## config.mk

```make
export PLATFORM = sky130hd
export DESIGN_NAME = audio_ser_tx
export DESIGN_NICKNAME = d
export VERILOG_FILES = /design/src/rtl/audio_tx_pkg.sv /design/src/rtl/bclk_divider.sv /design/src/rtl/bus_edge_tracker.sv /design/src/rtl/frame_serializer.sv /design/src/rtl/audio_ser_tx.sv
export SDC_FILE = /design/constraint.sdc
export NUM_CORES = 1
export LEC_CHECK = 0
export BUFFER_PORTS_ARGS = -buffer_cell sky130_fd_sc_hd__buf_2
export CORE_ASPECT_RATIO = 2
export CORE_MARGIN = 2
export CORE_UTILIZATION = 45
export CTS_CLUSTER_SIZE = 8
export DETAILED_ROUTE_END_ITERATION = 10
export SLEW_MARGIN = 10
export SYNTH_ARGS = -nofsm -noshare
export SYNTH_HDL_FRONTEND = slang
export SYNTH_HIERARCHICAL = 1
export SYNTH_SLANG_ARGS = --single-unit
export TNS_END_PERCENT = 50
```

## constraint.sdc

```tcl
create_clock -name clk -period 4.5 [get_ports clk]
set_input_delay 1.35 -clock clk [delete_from_list [all_inputs] [get_ports clk]]
set_output_delay 1.35 -clock clk [all_outputs]
set_load 0.05 [all_outputs]
```

## src/rtl/audio_tx_pkg.sv

```systemverilog
package audio_tx_pkg;
  // frame position: bit 5 selects the channel slot, bits 4:0 the bit inside it
  typedef logic [5:0] fpos_t;
  localparam fpos_t POS_IDLE = 6'd63;
endpackage

```

## src/rtl/bclk_divider.sv

```systemverilog
// Bit clock generator for master role; rst_n is assumed already released
// synchronously to clk by the reset controller.
module bclk_divider #(
  parameter int unsigned HALF_CYC = 2
) (
  input  logic clk,
  input  logic rst_n,
  input  logic run,
  output logic bclk,
  output logic fall_evt
);
  localparam int unsigned DW = (HALF_CYC > 1) ? $clog2(HALF_CYC) : 1;
  localparam logic [DW-1:0] LAST = DW'(HALF_CYC - 1);

  logic [DW-1:0] div_q, div_d;
  logic          bclk_q, bclk_d;

  always_comb begin
    div_d    = div_q;
    bclk_d   = bclk_q;
    fall_evt = 1'b0;
    if (!run) begin
      div_d  = '0;
      bclk_d = 1'b0;
    end else if (div_q == LAST) begin
      div_d    = '0;
      bclk_d   = ~bclk_q;
      fall_evt = bclk_q;
    end else begin
      div_d = div_q + 1'b1;
    end
  end

  always_ff @(posedge clk or negedge rst_n) begin
    if (!rst_n) begin
      div_q  <= '0;
      bclk_q <= 1'b0;
    end else begin
      div_q  <= div_d;
      bclk_q <= bclk_d;
    end
  end

  assign bclk = bclk_q;
endmodule

```

## src/rtl/bus_edge_tracker.sv

```systemverilog
// Slave role: synchronizes the external bit clock and word select, reports
// falling bit clock edges and word select changes captured on rising edges.
module bus_edge_tracker #(
  parameter int unsigned SYNC_STAGES = 2
) (
  input  logic clk,
  input  logic rst_n,
  input  logic run,
  input  logic bclk_in,
  input  logic ws_in,
  output logic fall_evt,
  output logic restart,
  output logic ws_lvl
);
  logic [SYNC_STAGES:0]   bc_q, bc_d;
  logic [SYNC_STAGES-1:0] wsy_q, wsy_d;
  logic ws_cap_q, ws_cap_d, ws_prev_q, ws_prev_d;
  logic rise, fall;

  assign rise = bc_q[SYNC_STAGES-1] & ~bc_q[SYNC_STAGES];
  assign fall = ~bc_q[SYNC_STAGES-1] & bc_q[SYNC_STAGES];

  always_comb begin
    bc_d      = bc_q;
    wsy_d     = wsy_q;
    ws_cap_d  = ws_cap_q;
    ws_prev_d = ws_prev_q;
    if (!run) begin
      bc_d      = '0;
      wsy_d     = '0;
      ws_cap_d  = 1'b0;
      ws_prev_d = 1'b0;
    end else begin
      bc_d  = {bc_q[SYNC_STAGES-1:0], bclk_in};
      wsy_d = {wsy_q[SYNC_STAGES-2:0], ws_in};
      if (rise) ws_cap_d = wsy_q[SYNC_STAGES-1];
      if (fall) ws_prev_d = ws_cap_q;
    end
  end

  always_ff @(posedge clk or negedge rst_n) begin
    if (!rst_n) begin
      bc_q      <= '0;
      wsy_q     <= '0;
      ws_cap_q  <= 1'b0;
      ws_prev_q <= 1'b0;
    end else begin
      bc_q      <= bc_d;
      wsy_q     <= wsy_d;
      ws_cap_q  <= ws_cap_d;
      ws_prev_q <= ws_prev_d;
    end
  end

  assign fall_evt = run & fall;
  assign restart  = run & fall & (ws_cap_q != ws_prev_q);
  assign ws_lvl   = ws_cap_q;
endmodule

```

## src/rtl/frame_serializer.sv

```systemverilog
module frame_serializer
  import audio_tx_pkg::*;
#(
  parameter int unsigned SAMPLE_W    = 24,
  parameter int unsigned MUTE_FRAMES = 12288
) (
  input  logic                clk,
  input  logic                rst_n,
  input  logic                run,
  input  logic                fmt_msbj,
  input  logic                step,
  input  logic                restart,
  input  logic                restart_right,
  input  logic [SAMPLE_W-1:0] smp_left,
  input  logic [SAMPLE_W-1:0] smp_right,
  input  logic                smp_valid,
  output logic                sd,
  output logic                ws
);
  localparam int unsigned   MW       = $clog2(MUTE_FRAMES + 2);
  localparam logic [MW-1:0] MUTE_END = MW'(MUTE_FRAMES);
  localparam logic [5:0]    W6       = 6'(SAMPLE_W);

  fpos_t               pos_q, pos_d;
  logic [SAMPLE_W-1:0] cur_l_q, cur_l_d, cur_r_q, cur_r_d;
  logic [SAMPLE_W-1:0] pend_l_q, pend_l_d, pend_r_q, pend_r_d;
  logic                pend_full_q, pend_full_d;
  logic [MW-1:0]       mcnt_q, mcnt_d;
  logic                live_q, live_d;
  logic                sd_q, sd_d, ws_q, ws_d;
  logic                left_start, in_range, bit_val;
  logic [4:0]          idx, shamt;
  logic [SAMPLE_W-1:0] word, shifted;

  always_comb begin
    pos_d = pos_q;
    if (!run)      pos_d = POS_IDLE;
    else if (step) pos_d = restart ? {restart_right, 5'd1} : pos_q + 1'b1;
    left_start = run & step & ~pos_d[5] & pos_q[5];
  end

  always_comb begin
    pend_l_d    = pend_l_q;
    pend_r_d    = pend_r_q;
    pend_full_d = pend_full_q;
    cur_l_d     = cur_l_q;
    cur_r_d     = cur_r_q;
    if (left_start && pend_full_q) begin
      cur_l_d = pend_l_q;
      cur_r_d = pend_r_q;
    end
    if (smp_valid) begin
      pend_l_d    = smp_left;
      pend_r_d    = smp_right;
      pend_full_d = 1'b1;
    end else if (left_start) begin
      pend_full_d = 1'b0;
    end
  end

  always_comb begin
    mcnt_d = mcnt_q;
    live_d = live_q;
    if (!run) begin
      mcnt_d = '0;
      live_d = 1'b0;
    end else if (left_start) begin
      if (mcnt_q == MUTE_END) live_d = 1'b1;
      else                    mcnt_d = mcnt_q + 1'b1;
    end
  end

  always_comb begin
    idx      = pos_d[4:0];
    shamt    = fmt_msbj ? idx : idx - 5'd1;
    in_range = fmt_msbj ? ({1'b0, idx} < W6) : ((idx != 5'd0) && ({1'b0, idx} <= W6));
    word     = pos_d[5] ? cur_r_d : cur_l_d;
    shifted  = word << shamt;
    bit_val  = shifted[SAMPLE_W-1] & in_range;
    sd_d     = sd_q;
    ws_d     = ws_q;
    if (!run) begin
      sd_d = 1'b0;
      ws_d = 1'b0;
    end else if (step) begin
      sd_d = live_d & bit_val;
      ws_d = pos_d[5];
    end
  end

  always_ff @(posedge clk or negedge rst_n) begin
    if (!rst_n) begin
      pos_q       <= POS_IDLE;
      cur_l_q     <= '0;
      cur_r_q     <= '0;
      pend_l_q    <= '0;
      pend_r_q    <= '0;
      pend_full_q <= 1'b0;
      mcnt_q      <= '0;
      live_q      <= 1'b0;
      sd_q        <= 1'b0;
      ws_q        <= 1'b0;
    end else begin
      pos_q       <= pos_d;
      cur_l_q     <= cur_l_d;
      cur_r_q     <= cur_r_d;
      pend_l_q    <= pend_l_d;
      pend_r_q    <= pend_r_d;
      pend_full_q <= pend_full_d;
      mcnt_q      <= mcnt_d;
      live_q      <= live_d;
      sd_q        <= sd_d;
      ws_q        <= ws_d;
    end
  end

  assign sd = sd_q;
  assign ws = ws_q;


  idle_quiet_chk: assert property (@(posedge clk) disable iff (!rst_n)
    !run |=> (!sd_q && !ws_q && pos_q == POS_IDLE && !live_q));


  tail_low_chk: assert property (@(posedge clk) disable iff (!rst_n)
    sd_q |-> (fmt_msbj ? ({1'b0, pos_q[4:0]} < W6)
                       : (pos_q[4:0] != 5'd0 && {1'b0, pos_q[4:0]} <= W6)));


  unmute_left_chk: assert property (@(posedge clk) disable iff (!rst_n)
    $rose(live_q) |-> !pos_q[5]);
endmodule

```

## src/rtl/audio_ser_tx.sv

```systemverilog
module audio_ser_tx
  import audio_tx_pkg::*;
#(
  parameter int unsigned SAMPLE_W    = 24,
  parameter int unsigned BCLK_HALF   = 2,
  parameter int unsigned SYNC_STAGES = 2,
  parameter int unsigned MUTE_FRAMES = 12288
) (
  input  logic                clk,
  input  logic                rst_n,
  input  logic                pwr_on,
  input  logic                master_sel,
  input  logic                fmt_msbj,
  input  logic [SAMPLE_W-1:0] smp_left,
  input  logic [SAMPLE_W-1:0] smp_right,
  input  logic                smp_valid,
  input  logic                bclk_in,
  input  logic                ws_in,
  output logic                bclk_out,
  output logic                ws_out,
  output logic                sd_out
);
  logic m_run, s_run, m_bclk, m_fall, s_fall, s_restart, s_ws;
  logic step, restart, ser_sd, ser_ws;

  assign m_run = pwr_on & master_sel;
  assign s_run = pwr_on & ~master_sel;

  bclk_divider #(.HALF_CYC(BCLK_HALF)) i_div (
    .clk(clk), .rst_n(rst_n), .run(m_run), .bclk(m_bclk), .fall_evt(m_fall)
  );

  bus_edge_tracker #(.SYNC_STAGES(SYNC_STAGES)) i_trk (
    .clk(clk), .rst_n(rst_n), .run(s_run), .bclk_in(bclk_in), .ws_in(ws_in),
    .fall_evt(s_fall), .restart(s_restart), .ws_lvl(s_ws)
  );

  assign step    = master_sel ? m_fall : s_fall;
  assign restart = ~master_sel & s_restart;

  frame_serializer #(.SAMPLE_W(SAMPLE_W), .MUTE_FRAMES(MUTE_FRAMES)) i_ser (
    .clk(clk), .rst_n(rst_n), .run(pwr_on), .fmt_msbj(fmt_msbj),
    .step(step), .restart(restart), .restart_right(s_ws),
    .smp_left(smp_left), .smp_right(smp_right), .smp_valid(smp_valid),
    .sd(ser_sd), .ws(ser_ws)
  );

  assign bclk_out = m_bclk;
  assign ws_out   = master_sel & ser_ws;
  assign sd_out   = ser_sd;


  sd_on_fall_chk: assert property (@(posedge clk) disable iff (!rst_n)
    ($past(pwr_on) && $past(master_sel) && sd_out != $past(sd_out))
      |-> ($past(bclk_out) && !bclk_out));


  ws_on_fall_chk: assert property (@(posedge clk) disable iff (!rst_n)
    ($past(pwr_on) && $past(master_sel) && ws_out != $past(ws_out))
      |-> ($past(bclk_out) && !bclk_out));


  slave_quiet_chk: assert property (@(posedge clk) disable iff (!rst_n)
    !$past(master_sel) |-> !bclk_out);
endmodule

```

**Word-level counts from Yosys, hierarchy flattened**

Index checks and enable logic that the tools add are counted.

- Bits in registers: 129
- Word-level logic and storage cells: 87

- Eq/ne operators: 8
- Bitwise gates (word level): 18
- $lt $le $gt $ge: 2
- Muxes and demuxes: 33
- Add/subtract/negate cells: 4
- Reductions and logical operators: 5
- Shift operators: 1

Operator list:

| kind | number |
|---|---|
| two-way mux 24 bit | 3 |
| two-way mux 14 bit | 3 |
| << shifter 24 x 5 -> 24 bit | 1 |
| two-way mux 1 bit | 21 |
| two-way mux 6 bit | 3 |
| adder 14 x 1 -> 14 bit, second input constant | 1 |
| equality test 14 bit, second input constant | 1 |
| bitwise AND 1 bit | 13 |
| inequality test 2 bit, second input constant | 4 |
| adder 6 x 1 -> 6 bit, second input constant | 1 |
| less-or-equal comparator 5 bit, second input constant | 1 |
| < comparator 5 bit, second input constant | 1 |
| two-way mux 5 bit | 1 |
| NOT 1 bit | 5 |
| nonzero test 5 bit | 1 |
| subtractor 5 x 1 -> 5 bit, second input constant | 1 |
| inequality test 2 x 1 -> 1 bit, second input constant | 2 |
| two-way mux 3 bit | 1 |
| logical AND 1 bit | 2 |
| two-way mux 2 bit | 1 |
| AND reduction 2 bit | 1 |
| nonzero test 2 bit | 1 |
| adder 1 bit, second input constant | 1 |
| inequality test 1 bit | 1 |

**Depth between registers and ports, before layout**

- Depth in word-level cells: 19
- Mapped depth: 17
- Depth with buffers taken out: 15

**Hierarchy**

Netlist, hierarchy kept.

Modules (own cells, without submodules):

| module | cells an instance | instances | area an instance (sq um) |
|---|---|---|---|
| frame_serializer | 449 | 1 | 5824.3 |
| bus_edge_tracker | 22 | 1 | 280.3 |
| bclk_divider | 6 | 1 | 81.3 |
| audio_ser_tx | 5 | 1 | 47.5 |

**Worst setup path before layout**

OpenSTA, ideal clock, no wires.

- Path kind: input -> register
- Start point: input master_sel
- End point: register i_ser.sd_q, in the netlist i_ser/sd
- Arrival time: 4451 ps
- Stages on the path: 15
- Library setup time: 122 ps
- Buffers on the path: 2
- Setup slack: -73 ps
- Data required time: 4378 ps
- Cells stage by stage: and2b_2 and3b_1 and2_1 and2b_2 buf_4 and3b_1 o21a_4 ha_1 nor2b_1 xnor2_2 clkbuf_1 mux4_2 mux2i_1 o2111ai_1 a32o_1

- Cells in the longest elaborated chain, start to end: 19
- Elaborated cells between the ends (all ways): 34
- Those cells by class: add/sub: 1; order compare: 2; eq/ne: 1; shift: 1; mux: 14; bitwise: 12; reduce/logical: 3

RTL lines:

| element | RTL line | RTL |
|---|---|---|
| start: declaration | audio_ser_tx.sv:12 | `input logic master_sel,` |
| NOT 1 bit (*) | audio_ser_tx.sv:27 | `assign s_run = pwr_on & ~master_sel;` |
| bitwise AND 1 bit (*) | audio_ser_tx.sv:27 |  |
| bitwise AND 1 bit (*) | bus_edge_tracker.sv:55 | `assign fall_evt = run & fall;` |
| via s_fall | audio_ser_tx.sv:23 | `logic m_run, s_run, m_bclk, m_fall, s_fall, s_restart, s_ws;` |
| bitwise AND 1 bit (*) | bus_edge_tracker.sv:56 | `assign restart = run & fall & (ws_cap_q != ws_prev_q);` |
| via s_restart | audio_ser_tx.sv:23 |  |
| bitwise AND 1 bit (*) | audio_ser_tx.sv:39 | `assign restart = ~master_sel & s_restart;` |
| via restart | audio_ser_tx.sv:24 | `logic step, restart, ser_sd, ser_ws;` |
| two-way mux 6 bit (*) (2 in series) | frame_serializer.sv:38 | `else if (step) pos_d = restart ? {restart_right, 5'd1} : pos_q + 1'b1;` |
| two-way mux 6 bit (*) | frame_serializer.sv:37 | `if (!run) pos_d = POS_IDLE;` |
| branches (longest 8 deep; another with subtractor 5 x 1 -> 5 bit) | n/a |  |
| bitwise AND 1 bit (*) | frame_serializer.sv:86 | `sd_d = live_d & bit_val;` |
| two-way mux 1 bit (*) | frame_serializer.sv:85 | `end else if (step) begin` |
| two-way mux 1 bit (*) | frame_serializer.sv:82 | `if (!run) begin` |
| end signal: assignment | frame_serializer.sv:101 | `sd_q <= 1'b0;` |
| end signal: assignment | frame_serializer.sv:112 | `sd_q <= sd_d;` |
| end: declaration | frame_serializer.sv:30 | `logic sd_q, sd_d, ws_q, ws_d;` |

Mark *: on every way through the listed nets, which the timed path passes. The select of a mux whose other input is x is not followed.
A chain may end at the register's enable or synchronous reset.

**Worst setup path in the final report**

- Start point: input master_sel
- End point: register i_ser.sd_q, in the netlist i_ser/sd

- Elaborated cells between the ends (all ways): 34
- Those cells by class: add/sub: 1; order compare: 2; eq/ne: 1; shift: 1; mux: 14; bitwise: 12; reduce/logical: 3

RTL lines:

| element | RTL line | RTL |
|---|---|---|
| NOT 1 bit (*) | audio_ser_tx.sv:27 |  |
| bitwise AND 1 bit (*) | audio_ser_tx.sv:27 |  |
| via s_run | audio_ser_tx.sv:23 |  |
| bitwise AND 1 bit (*) | bus_edge_tracker.sv:55 |  |
| via s_fall | audio_ser_tx.sv:23 |  |
| two-way mux 1 bit (*) | audio_ser_tx.sv:38 | `assign step = master_sel ? m_fall : s_fall;` |
| via step | audio_ser_tx.sv:24 |  |
| branches (longest 13 deep; another with subtractor 5 x 1 -> 5 bit) | n/a |  |

Marks and branches as above.

==> summary by stage <==
Clocking
The H-tree was split into 4 levels. The root buffer cell chosen for the clock tree is sky130_fd_sc_hd__clkbuf_16. The clock passes through at most 2 buffers. The number of buffers inserted to repair setup after CTS is 0. For this design, the sink count on the clock tree is 129. Buffers inserted to repair hold after CTS numbered 0. The clock buffer count from CTS is 17.

The post-cts resize count is 0. The clock-pin slew on the worst setup and hold paths is 0.06 ns. The clock reaches the later pin of the worst-skew pair after 0.41 ns. The CTS tree is yes.

Final layout
The ratio of cells with drive above 1 in the final layout is 44.7%. The area growth from synthesis to final layout is 21.2%. The filler cells instantiated in the layout total 1139. The final layout contains 627 nets. The repair_antennas step left the layout with diodes totalling 0. After routing the design area is 7550 um^2. The finished layout holds 734 standard cells, fillers aside.

The final cell utilization of the core is 55.9%.

Critical path
Measured in cells, the most critical reg-to-reg path has a length of 14. The setup check on the worst reg-to-reg path leaves a slack of 1.00 ns. The data required time at the worst endpoint is 4.79 ns.

Data arrives at the worst endpoint at 4.61 ns. STA classifies the critical path startpoint as an input port. The startpoint of the worst register-to-register path is i_trk/bc_q[1]. The kind of critical path is input port to flop. The timing endpoint of the critical path is i_ser/sd. The worst setup path is captured at a flop. The most critical setup path has its startpoint at master_sel. The worst register-to-register path ends at i_ser/sd. The peak fanout along the critical path is 10.

Timing
Setup violations remaining at the end of the flow were counted as 0. The post-layout minimum cycle time is 4.32 ns. The final worst-path cycle share is 96.0%.

The normalized max-slew margin is 28.9%. The number of pins exceeding their max-slew limit in the final report is 0. Timing would allow up to 232 MHz.

Across the routed clock network, the largest skew measured is 0.00945 ns. Setup repair after global routing left no endpoint under its margin. At the pin with the least slew margin, the transition time is 1.07 ns.

The number of failing hold endpoints at the final stage is 0.

Place
In this run the tool buffered the top-level ports with 58 buffer cells. After detailed placement, the design holds a cell count of 702. The sum of net half-perimeters after detailed placement is 8880 um. The routability congestion estimate from global placement is 0.856.

The post-detailed-placement cell area is 6920 um^2.

Die
The die span in x is 87.2 um. After floorplanning, the core was divided into 60 placement rows. The core footprint is 13500 um^2. The initial cell density of the core is 46.1%. Measured along the y axis, the die boundary spans 170 um. During I/O placement, the number of pins put on the boundary was 59. The die covers 14900 um^2.

Drt
The average vias per placed instance is 5.45. After detailed routing, the total wire length is 12400 um. In this run the remaining antenna-violating nets after routing total 0. In the final routed layout, each cell accounts on average for 16.9 um. The detailed-route DRC error count is 0. The first detailed-routing pass took 4 iterations. The detailed router placed 3997 vias in this run.

In this run, the number of DRC markers left after iteration 0 of detailed routing was 160.

Global route
The first global-routing pass estimated 20800 um of wire. In the global route stage, overall resource usage came out at 18.0%. The remaining global-route overflow is 0. The via count of the first global-routing pass is 4304. The initial antenna violation count is 0. Entering global routing, the biggest net connects 130 pins.

Power
Combinational logic is responsible for 6.4% of the overall power. Internal power comes to 2.24 mW. The switching share of power is 22.5%. The worst-case IR drop observed on VDD is 316 uV. The net switching power of the design is 648 uW. The leakage dissipation is 3.54 nW. The part of the power in the clock network is 49.6%. Dividing total power by cell area gives a power density of 382 nW/um^2.

Registers are responsible for 43.9% of the overall power.

Synth
The number of enable flip-flop cells after synthesis is 0. The share of synthesized registers carrying an async set or reset is 100%. A synthesized cell averages 12.9 um^2. The share of the yosys chip area belonging to registers is 51.9%.

In this run the biggest area consumer among cell types represents 49.4% of the synthesized area. The synthesized design contains 129 register bits. The cell area that synthesis handed to floorplanning was 6230 um^2. When the netlist entered floorplanning its net count stood at 543. The count of unique library cells instantiated by Yosys is 61. By count the netlist is led by 123 x sky130_fd_sc_hd__dfrtp_1, 101 x sky130_fd_sc_hd__mux2_2, 35 x sky130_fd_sc_hd__nand2_1. Yosys printed 6 warnings. Among all flip-flop cells after synthesis, the most frequent one is sky130_fd_sc_hd__dfrtp_1. The most frequent cell after synthesis is sky130_fd_sc_hd__dfrtp_1.

Yosys attributes the largest share of cell area to sky130_fd_sc_hd__dfrtp_1 49%, sky130_fd_sc_hd__mux2_2 18%, sky130_fd_sc_hd__mux2i_1 4.3%. The cell count after synthesis came out at 482. Of all cell types, the one taking the most synthesized area is sky130_fd_sc_hd__dfrtp_1.

Job
The number of max-cap violations is 0.

Hold path
The worst hold path begins at i_trk/bc_q[0]. The classification of the worst-slack hold path is flop to flop.

Run status
The flow ran to the end, and the final reports show no timing, DRC or antenna violations.
==> worst max-delay path: stages <==
cell and delay [ns]:
sky130_fd_sc_hd__buf_2 0.09, sky130_fd_sc_hd__and2b_2 0.21, sky130_fd_sc_hd__and3b_1 0.18, sky130_fd_sc_hd__mux2_4 0.30, sky130_fd_sc_hd__and3b_1 0.18, sky130_fd_sc_hd__o21a_4 0.19, sky130_fd_sc_hd__ha_2 0.18, sky130_fd_sc_hd__nor2b_1 0.15
sky130_fd_sc_hd__xnor2_2 0.57, sky130_fd_sc_hd__buf_4 0.23, sky130_fd_sc_hd__mux4_2 0.28, sky130_fd_sc_hd__a22oi_1 0.17, sky130_fd_sc_hd__a32oi_1 0.09, sky130_fd_sc_hd__and4_1 0.17, sky130_fd_sc_hd__a32o_1 0.26
==> routing by layer <==
| metal | routed length [um] | share of wire [%] | up-vias | track usage, % |
|---|---|---|---|---|
| li1 | - | - | 1899 | - |
| met5 | 0 | 0 | - | 0 |
| met1 | 4820 | 39 | 2009 | 19.9 |
| met4 | 292 | 2.4 | 0 | 7.16 |
| met3 | 367 | 3.0 | 23 | 3.78 |
| met2 | 6900 | 56 | 66 | 32.8 |
==> placed cells by master (no fill, tap or decap), drive strengths merged, types with 6 or more instances in the layout <==
cell / count
dfrtp: 123
mux2: 103
buf: 86
nand2: 35
mux2i: 27
and2: 23
clkbuf: 19
xnor2: 14
inv: 13
nand3: 12
nor2: 11
nand4: 9
mux4: 8
xor2: 7
nand2b: 7
dfstp: 6
==> final cells by class <==
| cell class | count | area (um^2) | area share [%] |
|---|---|---|---|
| Tap cell | 155 | 194 | 2.57 |
| Inverter | 10 | 42.5 | 0.563 |
| Multi-Input combinational cell | 322 | 2870 | 38.1 |
| Clock inverter | 13 | 175 | 2.32 |
| Sequential cell | 129 | 3240 | 42.8 |
| Timing Repair Buffer | 86 | 578 | 7.65 |
| Clock buffer | 19 | 453 | 6.00 |
==> how the worst min path moves through the flow <==
stage	cells past startpoint	to	slack, ns
after global placement	1	i_trk/bc_q[1]	0.45
after CTS	1	i_trk/bc_q[1]	0.48
after detailed placement	1	i_trk/bc_q[1]	0.46
final	1	i_trk/bc_q[1]	0.47
after global routing	1	i_trk/wsy_q[1]	0.49
after floorplan	1	i_trk/bc_q[1]	0.45
==> metrics by stage <==
step                      worst slack [ns]  total power, mW  hold slack, ns  setup TNS [ns]
final                                0.182             2.88           0.469               0
after floorplan                     0.0118             1.38           0.447               0
after global routing                0.0452             3.00           0.495               0
after global placement              -0.166             1.47           0.454          -0.166
after CTS                            0.193             2.93           0.477               0
after detailed placement            -0.193             1.48           0.464          -0.193
==> power by group through the flow <==
stage	clock, mW	combinational, mW	sequential, mW
detailed placement	0	0.189	1.29
global route	1.52	0.207	1.28
CTS	1.47	0.190	1.27
finish	1.43	0.186	1.27
global placement	0	0.183	1.29
floorplan	0	0.114	1.27
==> sequential cells by signal, indices dropped and copies added (netlist names), 2 cells and up <==
register	flops
i_ser/pend_l_q	24
i_ser/cur_l_q	24
i_ser/mcnt_q	14
i_ser/cur_r_q	24
i_trk/bc_q	3
i_trk/wsy_q	2
i_ser/pend_r_q	24
i_ser/pos_q	6
==> cell families (layout without fill, tap and decap cells) <==
logic type               Yosys count  count (layout)  synth area share, %
AND/OR/NAND/NOR                  129             129                 11.8
AO/OA/AOI/OAI                     29              29                 3.59
XOR/XNOR                          21              21                 3.49
flip-flops                       129             129                 51.9
multiplexers                     138             138                 25.9
adder cells (fa/ha/maj)            5               5                 1.00
buffers and inverters             31             128                 2.29
Power figures use the tool's default switching activity.
